**config.mk**
```make
export PLATFORM = sky130hd
export DESIGN_NAME = supply_reset_seq
export DESIGN_NICKNAME = d
export VERILOG_FILES = /design/src/rtl/srs_pkg.sv /design/src/rtl/srs_sync.sv /design/src/rtl/srs_ctrl.sv /design/src/rtl/srs_datapath.sv /design/src/rtl/supply_reset_seq.sv
export SDC_FILE = /design/constraint.sdc
export NUM_CORES = 1
export LEC_CHECK = 0
export ABC_AREA = 1
export BUFFER_PORTS_ARGS = -buffer_cell sky130_fd_sc_hd__buf_2
export CAP_MARGIN = 20
export CORE_ASPECT_RATIO = 1.2
export CORE_MARGIN = 1.5
export CORE_UTILIZATION = 30
export CTS_BUF_LIST = sky130_fd_sc_hd__clkbuf_8 sky130_fd_sc_hd__clkbuf_16
export DETAILED_ROUTE_END_ITERATION = 8
export GPL_TIMING_DRIVEN = 1
export PLACE_DENSITY_LB_ADDON = 0.2
export SYNTH_ARGS = -nofsm -noshare
export SYNTH_HDL_FRONTEND = slang
export SYNTH_SLANG_ARGS = --single-unit
```
**constraint.sdc**
```tcl
create_clock -name clk -period 2.85 [get_ports clk]
set_input_delay 0.57 -clock clk [delete_from_list [all_inputs] [get_ports clk]]
set_output_delay 0.57 -clock clk [all_outputs]
set_load 0.02 [all_outputs]
```
**src/rtl/srs_pkg.sv**
```systemverilog
package srs_pkg;
  // Strobes from control to the hold/pulse datapath
  typedef struct packed {
    logic loadHold;   // reload hold counter to full interval
    logic stepHold;   // count hold counter down by one
    logic bumpCount;  // a pulse ends this cycle
  } holdCtrl_t;
endpackage

```
**src/rtl/srs_sync.sv**
```systemverilog
module srs_sync #(
  parameter int WIDTH  = 2,
  parameter int STAGES = 2,
  parameter logic [WIDTH-1:0] INIT = '0
) (
  input  logic             clk,
  input  logic             arstN,
  input  logic [WIDTH-1:0] asyncIn,
  output logic [WIDTH-1:0] syncOut
);
  for (genvar b = 0; b < WIDTH; b++) begin : g_bit
    logic [STAGES-1:0] chain;
    always_ff @(posedge clk or negedge arstN) begin
      if (!arstN) chain <= {STAGES{INIT[b]}};
      else        chain <= {chain[STAGES-2:0], asyncIn[b]};
    end
    assign syncOut[b] = chain[STAGES-1];
  end
endmodule

```
**src/rtl/srs_ctrl.sv**
```systemverilog
module srs_ctrl
  import srs_pkg::*;
(
  input  logic      clk,
  input  logic      arstN,
  input  logic      trigger,
  input  logic      holdLast,
  input  logic      holdIdle,
  output holdCtrl_t ctrl,
  output logic      resetActive
);
  logic activeNext;

  always_comb begin
    ctrl.loadHold  = trigger;
    ctrl.stepHold  = !trigger && !holdIdle;
    ctrl.bumpCount = ctrl.stepHold && holdLast;
    activeNext     = ctrl.loadHold || (ctrl.stepHold && !holdLast);
  end

  always_ff @(posedge clk or negedge arstN) begin
    if (!arstN) resetActive <= 1'b1;
    else        resetActive <= activeNext;
  end
endmodule

```
**src/rtl/srs_datapath.sv**
```systemverilog
module srs_datapath
  import srs_pkg::*;
#(
  parameter int HOLD_CYCLES = 8,
  parameter int CNT_W       = 8,
  localparam int HW = $clog2(HOLD_CYCLES + 1)
) (
  input  logic             clk,
  input  logic             arstN,
  input  holdCtrl_t        ctrl,
  output logic [HW-1:0]    holdCnt,
  output logic             holdLast,
  output logic             holdIdle,
  output logic [CNT_W-1:0] pulseCount
);
  localparam logic [HW-1:0]    HOLD_V = HW'(HOLD_CYCLES);
  localparam logic [CNT_W-1:0] CNT_MAX = '1;

  always_ff @(posedge clk or negedge arstN) begin
    if (!arstN)             holdCnt <= HOLD_V;
    else if (ctrl.loadHold) holdCnt <= HOLD_V;
    else if (ctrl.stepHold) holdCnt <= holdCnt - 1'b1;
  end

  always_ff @(posedge clk or negedge arstN) begin
    if (!arstN) pulseCount <= '0;
    else if (ctrl.bumpCount && pulseCount != CNT_MAX)
      pulseCount <= pulseCount + 1'b1;
  end

  assign holdLast = (holdCnt == HW'(1));
  assign holdIdle = (holdCnt == '0);
endmodule

```
**src/rtl/supply_reset_seq.sv**
```systemverilog
module supply_reset_seq
  import srs_pkg::*;
#(
  parameter int HOLD_CYCLES = 10_000_000,
  parameter int PULSE_CNT_W = 8,
  localparam int HW = $clog2(HOLD_CYCLES + 1)
) (
  input  logic                   clk,
  input  logic                   arstN,
  input  logic                   supplyOk,
  input  logic                   manualN,
  output logic                   rstN,
  output logic                   rstHi,
  output logic [PULSE_CNT_W-1:0] pulseCount
);
  logic [1:0]  syncIn;
  logic        trigger;
  logic        holdLast;
  logic        holdIdle;
  logic        resetActive;
  logic [HW-1:0] holdCnt;
  holdCtrl_t   ctrl;

  // bit1: supply good, bit0: manual request (low = request); both init to "trigger"
  srs_sync #(.WIDTH(2), .STAGES(2), .INIT(2'b00)) sync_i (
    .clk(clk), .arstN(arstN), .asyncIn({supplyOk, manualN}), .syncOut(syncIn)
  );

  assign trigger = !syncIn[1] || !syncIn[0];

  srs_ctrl ctrl_i (
    .clk(clk), .arstN(arstN), .trigger(trigger), .holdLast(holdLast),
    .holdIdle(holdIdle), .ctrl(ctrl), .resetActive(resetActive)
  );

  srs_datapath #(.HOLD_CYCLES(HOLD_CYCLES), .CNT_W(PULSE_CNT_W)) dp_i (
    .clk(clk), .arstN(arstN), .ctrl(ctrl), .holdCnt(holdCnt),
    .holdLast(holdLast), .holdIdle(holdIdle), .pulseCount(pulseCount)
  );

  assign rstN  = !resetActive;
  assign rstHi = resetActive;
endmodule

```
After elaboration in Yosys (flattened, before gate mapping):

Cells that the tools add are included.

* $add $sub $neg: 2
* equal/unequal tests: 2
* mux-type cells: 2
* reductions and logical operators: 14

Operator list (count)
* 2-to-1 mux 24 bit: 2
* equality test 24 x 1 -> 1 bit (second input constant): 1
* logical NOT 24 bit: 1
* subtractor 24 x 1 -> 24 bit (second input constant): 1
* adder 8 x 1 -> 8 bit (second input constant): 1
* inequality test 8 bit (second input constant): 1
* logical NOT 1 bit: 6
* logical AND 1 bit: 4
* logical OR 1 bit: 2
* nonzero test 2 bit: 1

* bits in registers: 37
* input port bits: 4
* output and inout bits: 10
* logic and storage cells: 25

Logic depth before layout (Yosys ltp):

* word-level depth: 6
* depth in mapped cells: 10
* mapped depth without buffers: 9

By module:

Synthesis repeated with hierarchy kept, for this count alone.

* cells, all modules: 260
* area, all modules: 2077.0 sq um

By module, submodules not included
* srs_datapath: times used 1, cells an instance 243, area each 1890.6 sq um
* srs_sync: times used 1, cells an instance 6, area each 115.1 sq um
* srs_ctrl: times used 1, cells an instance 9, area each 63.8 sq um
* supply_reset_seq: times used 1, cells an instance 2, area each 7.5 sq um

Worst setup path after synthesis:

No wires, ideal clock.

* kind: register -> register
* start point: register dp_i.pulseCount[0]
* end point: register dp_i.pulseCount[2]
* arrival time: 1513 ps
* slack: 1272 ps
* stages on the path, launching flop included: 8
* path buffers: 0
* period minus slack after synthesis: 1578 ps
* cells stage by stage: dfrtp_1 ha_1 nand3_1 nor2_1 nand3_1 nand4_2 nand2_1 nand2_1

* word-level cells in the longest chain between the ends: 2
* elaborated cells on any way between the ends: 3
* those cells by class: add/sub (1); eq/ne (1); reduce/logical (1)

Ends and longest elaborated chain
* from (decl): RTL line srs_datapath.sv:14 `output logic [CNT_W-1:0] pulseCount`
* from (signal assigned): RTL line srs_datapath.sv:28 `pulseCount <= pulseCount + 1'b1;`
* branches (longest 2 deep; another with adder 8 x 1 -> 8 bit)

Several ways; the timed one is not identified.
A chain may end at the register's enable or synchronous reset.

Worst setup path after layout:

* start point: register dp_i.holdCnt[0]
* end point: register dp_i.holdCnt[1]

* word-level cells in the longest chain between the ends: 4
* elaborated cells on any way between the ends: 7
* those cells by class: add/sub (1); mux (2); reduce/logical (4)

Ends and longest elaborated chain
* from (decl): RTL line srs_datapath.sv:11 `output logic [HW-1:0] holdCnt,`
* from (signal assigned): RTL line srs_datapath.sv:22 `else if (ctrl.stepHold) holdCnt <= holdCnt - 1'b1;`
* branches (longest 4 deep; another with subtractor 24 x 1 -> 24 bit)

Several ways; the timed one is not identified. The select of a mux whose other input is x is not followed.

==> run summary <==
The run finished with clean final reports. The number of warnings issued by yosys came out at 0. Leaving out fill and tap cells, the most frequent cell in the layout is sky130_fd_sc_hd__nand2_1. The critical path buffer and inverter count came out at 2. The share of synthesized area in the top cell type comes to 0.324. The simple-gate share of the synthesized area came out at 0.421. The met3 track demand over resource in global routing came out at 0.0237.

The core box area is 6900 µm². The kind of cell with the highest combined delay along the critical path is simple AND/OR/NAND/NOR gates. The net switching power came out at a little under 0.0003 W.

The number of filler instances in the final layout came out at 752. The critical path is of the flop to flop type. The die area is 7730 µm². The tree is rooted in a sky130_fd_sc_hd__clkbuf_8. The H-tree depth came out at 2. The type of destination of the critical path is a flop. The share of total power in the clock network is 0.365. The CTS tree is done.

The largest stage delay on the critical path is 0.48 ns. The number of maximum-capacitance constraint violations is 0. The average size of a mapped cell came out at 7.64 µm².

The largest fanout on the critical path is 11. The height of the die is a little under 100 µm. In the final timing run, aggregate negative setup slack is 0 ns.

Buffers inserted to repair hold after CTS numbered 0. The timing-limited maximum frequency came out at 495 MHz. The detailed-route vias per instance is approximately 4.7. The number of pins exceeding their max-slew limit in the final report was 0. At the later pin of the worst-skew pair, clock insertion delay measures 0.30 ns.

Timing analysis after detailed placement gives a worst setup slack of around 0.84 ns. The largest voltage drop on the vdd net is around 0.00021 V. In this run the most used layer during global routing was met2. The routed layout has 1827 vias. The pre-antenna-repair detailed-routing pass consisted of 4 iterations. The multi-input combinational cells in the finished layout cover a total of 1100 µm².

The number of instances in the synthesized netlist came out at 283. Setup repair after global routing left no endpoint under its margin. The die span in x came out at 80.5 µm. The post-layout worst setup margin came out at roughly 0.83 ns.

The ratio of final minimum period to clock period came out at 0.708. In the post-synthesis netlist, the biggest area contributors are sky130_fd_sc_hd__dfrtp_1 32%, sky130_fd_sc_hd__nand2_1 12%, sky130_fd_sc_hd__dfstp_2 11%. The count of final setup violators is 0. Counting the buffers created by CTS gives 5. The number of antenna violations at the first check in global routing is 0.

The final wirelength is 5.14 mm. The critical path goes through inv_1 -> ha_1 -> nand2_1 -> nor2_1 -> nand3_2 -> nor2_4 -> inv_2 -> o22ai_1. The post-CTS setup buffer count is 0.

The largest net degree at the start of global routing came out at 38. The final HPWL from detailed placement came out at approximately 3.8 mm. The min-delay analysis places its worst path in the category flop to flop.

The area taken by flip-flops and latches came out at 937 µm². The number of antenna diodes came out at 0. The library cell occupying the most area in the post-synthesis netlist is sky130_fd_sc_hd__dfrtp_1. The slowest stage of the critical path belongs to the cell sky130_fd_sc_hd__dfrtp_1. The global-route met2 utilization came out at 0.256. The number of remaining DRC errors is 0. The combinational fraction of design power is 0.100. The initial detailed-routing violation count is 61. The post-synthesis xor/xnor area fraction came out at 0.0405. The mux cell area share after synthesis came out at 0. The final count of hold timing violations was 0.

The share of the core filled with cells is 0.348. The sequential cell fraction of total power came out at 0.536. Across every metal layer, demand over resource in global routing totals 0.152.

The final weighted congestion in routability-driven placement came out at approximately 0.83. Power spread over the standard cell area amounts to 428 nW/µm². The net switching share of the total power came out at 0.284. In this run the cell area of the synthesized design comes to between 2000 and 2500 µm².

The transition time at the pin with the least slew margin is 0.869 ns. The adder and majority cell fraction of the synthesized area came out at 0.0231. The internal portion of the total power is 0.000736 W. No sink is reached through more buffers than the 2 on the longest clock path. In the layout the commonest cells are 70 x sky130_fd_sc_hd__nand2_1, 49 x sky130_fd_sc_hd__nor2_1, 34 x sky130_fd_sc_hd__nand3_1. The final clock skew is 0.00603 ns. The final net count came out at between 300 and 400. The number of global-route vias before repair was 1813. The clock sink total is 37.

For the worst setup path, the data arrival time is ~2.2 ns. The area added between synthesis and finish came out at 10.9%. The worst setup path is launched from a flop. The number of synthesized register bits came out at 37. The register clock-pin slew on the reported worst setup and hold paths is 0.08 ns. The worst path needs 2.02 ns of the cycle, external delays included. The first global-routing pass estimated 8.74 mm of wire. After synthesis, the largest family of logic cells by area is simple AND/OR/NAND/NOR gates. The post-synthesis compound-gate area fraction came out at 0.0220. Synthesis produced a netlist with a net count of 291. Data on the critical path is required at its endpoint by 3.07 ns. In the global route stage, met1 resource usage came out at 0.189. The fraction of final layout cells sized beyond drive strength 1 came out at 0.186. The synthesized netlist contains 29 unique library cells. The setup check on the worst reg-to-reg path leaves a slack of 0.83 ns. The detail route stage leaves a number of antenna-violating nets equal to 0. The average wire per standard cell came out at ~13 µm.

The number of top-level pins came out at 14. The number of standard-cell rows in the floorplan is 33. For this configuration, the core starts out at a cell density of 0.314. The total leakage power is 1.15 nW.

The number of buffers inserted by port buffering is 13. The remaining max-slew budget at the tightest pin came out at 0.421. The number of gates given a new drive strength after cts is 0. The share of the Yosys chip area taken by registers is 0.433.

The total congestion overflow came out at 0.
==> synthesized netlist by cell type, drive strengths merged <==
cell type,number
xnor2,3
nor4,1
xor2,7
inv,26
o21ai,4
nor3,4
dfrtp,28
nor2,58
buf,4
o21bai,1
ha,4
nand4,11
or2,9
nand3,35
nand2,74
o22ai,1
dfstp,9
a21oi,2
nand3b,2
==> through the flow <==
| step | std cells | total power, W | cell area, µm² | hold slack, ns |
|---|---|---|---|---|
| detailed placement | 380 | 0.000663 | 2310 | 0.350 |
| global route | 388 | 0.00107 | 2400 | 0.359 |
| global placement | 380 | 0.000661 | 2310 | 0.332 |
| finish | 388 | 0.00103 | 2400 | 0.363 |
| CTS | 388 | 0.00104 | 2400 | 0.365 |
| floorplan | 283 | 0.000625 | 2160 | 0.274 |
==> logic make-up (layout without fill, tap and decap cells) <==
family / count (synthesis) / after routing
AO/OA/AOI/OAI: 8 / 8
flip-flops: 37 / 37
adder cells (fa/ha/maj): 4 / 4
buffers and inverters: 30 / 48
AND/OR/NAND/NOR: 194 / 194
XOR/XNOR: 10 / 10
==> flip-flops by register name (all words and copies together) (netlist names) <==
register / flops
dp_i.holdCnt: 24
ctrl_i.resetActive: 1
sync_i.g_bit.chain: 4
dp_i.pulseCount: 8
==> cell type report <==
class                      instances  area share
clock inverter                     3     0.00730
tap                               87      0.0454
inverter                          26      0.0407
timing repair buffer              14      0.0303
multi-input combinational        216       0.457
sequential                        37       0.391
clock buffer                       5      0.0287
==> worst paths after layout <==
kind                                          start                  endpoint  cells after the start
setup / recovery                    dp_i.holdCnt[0]           dp_i.holdCnt[1]                      8
hold / removal             sync_i.g_bit[1].chain[0]  sync_i.g_bit[1].chain[1]                      0
setup reg to reg                    dp_i.holdCnt[0]           dp_i.holdCnt[1]                      8
hold reg to reg            sync_i.g_bit[1].chain[0]  sync_i.g_bit[1].chain[1]                      0
max in group asynchronous                     arstN          dp_i.holdCnt[18]                      1
min in group asynchronous                     arstN          dp_i.holdCnt[11]                      1
==> layer usage <==
metal | wire, µm | share of wire
met3 | 107 | 0.021
met5 | 0 | 0
met4 | 131 | 0.025
met2 | 2530 | 0.49
met1 | 2380 | 0.46
==> power by group through the flow <==
stage | Clock, W | Combinational, W | Sequential [W]
4_1_cts | 0.000387 | 0.000103 | 0.000550
2_1_floorplan | 0 | 0.0000684 | 0.000556
6_report | 0.000375 | 0.000102 | 0.000550
3_5_place_dp | 0 | 0.000103 | 0.000560
5_1_grt | 0.000401 | 0.000118 | 0.000552
3_3_place_gp | 0 | 0.000102 | 0.000559
Power figures use the tool's default switching activity.
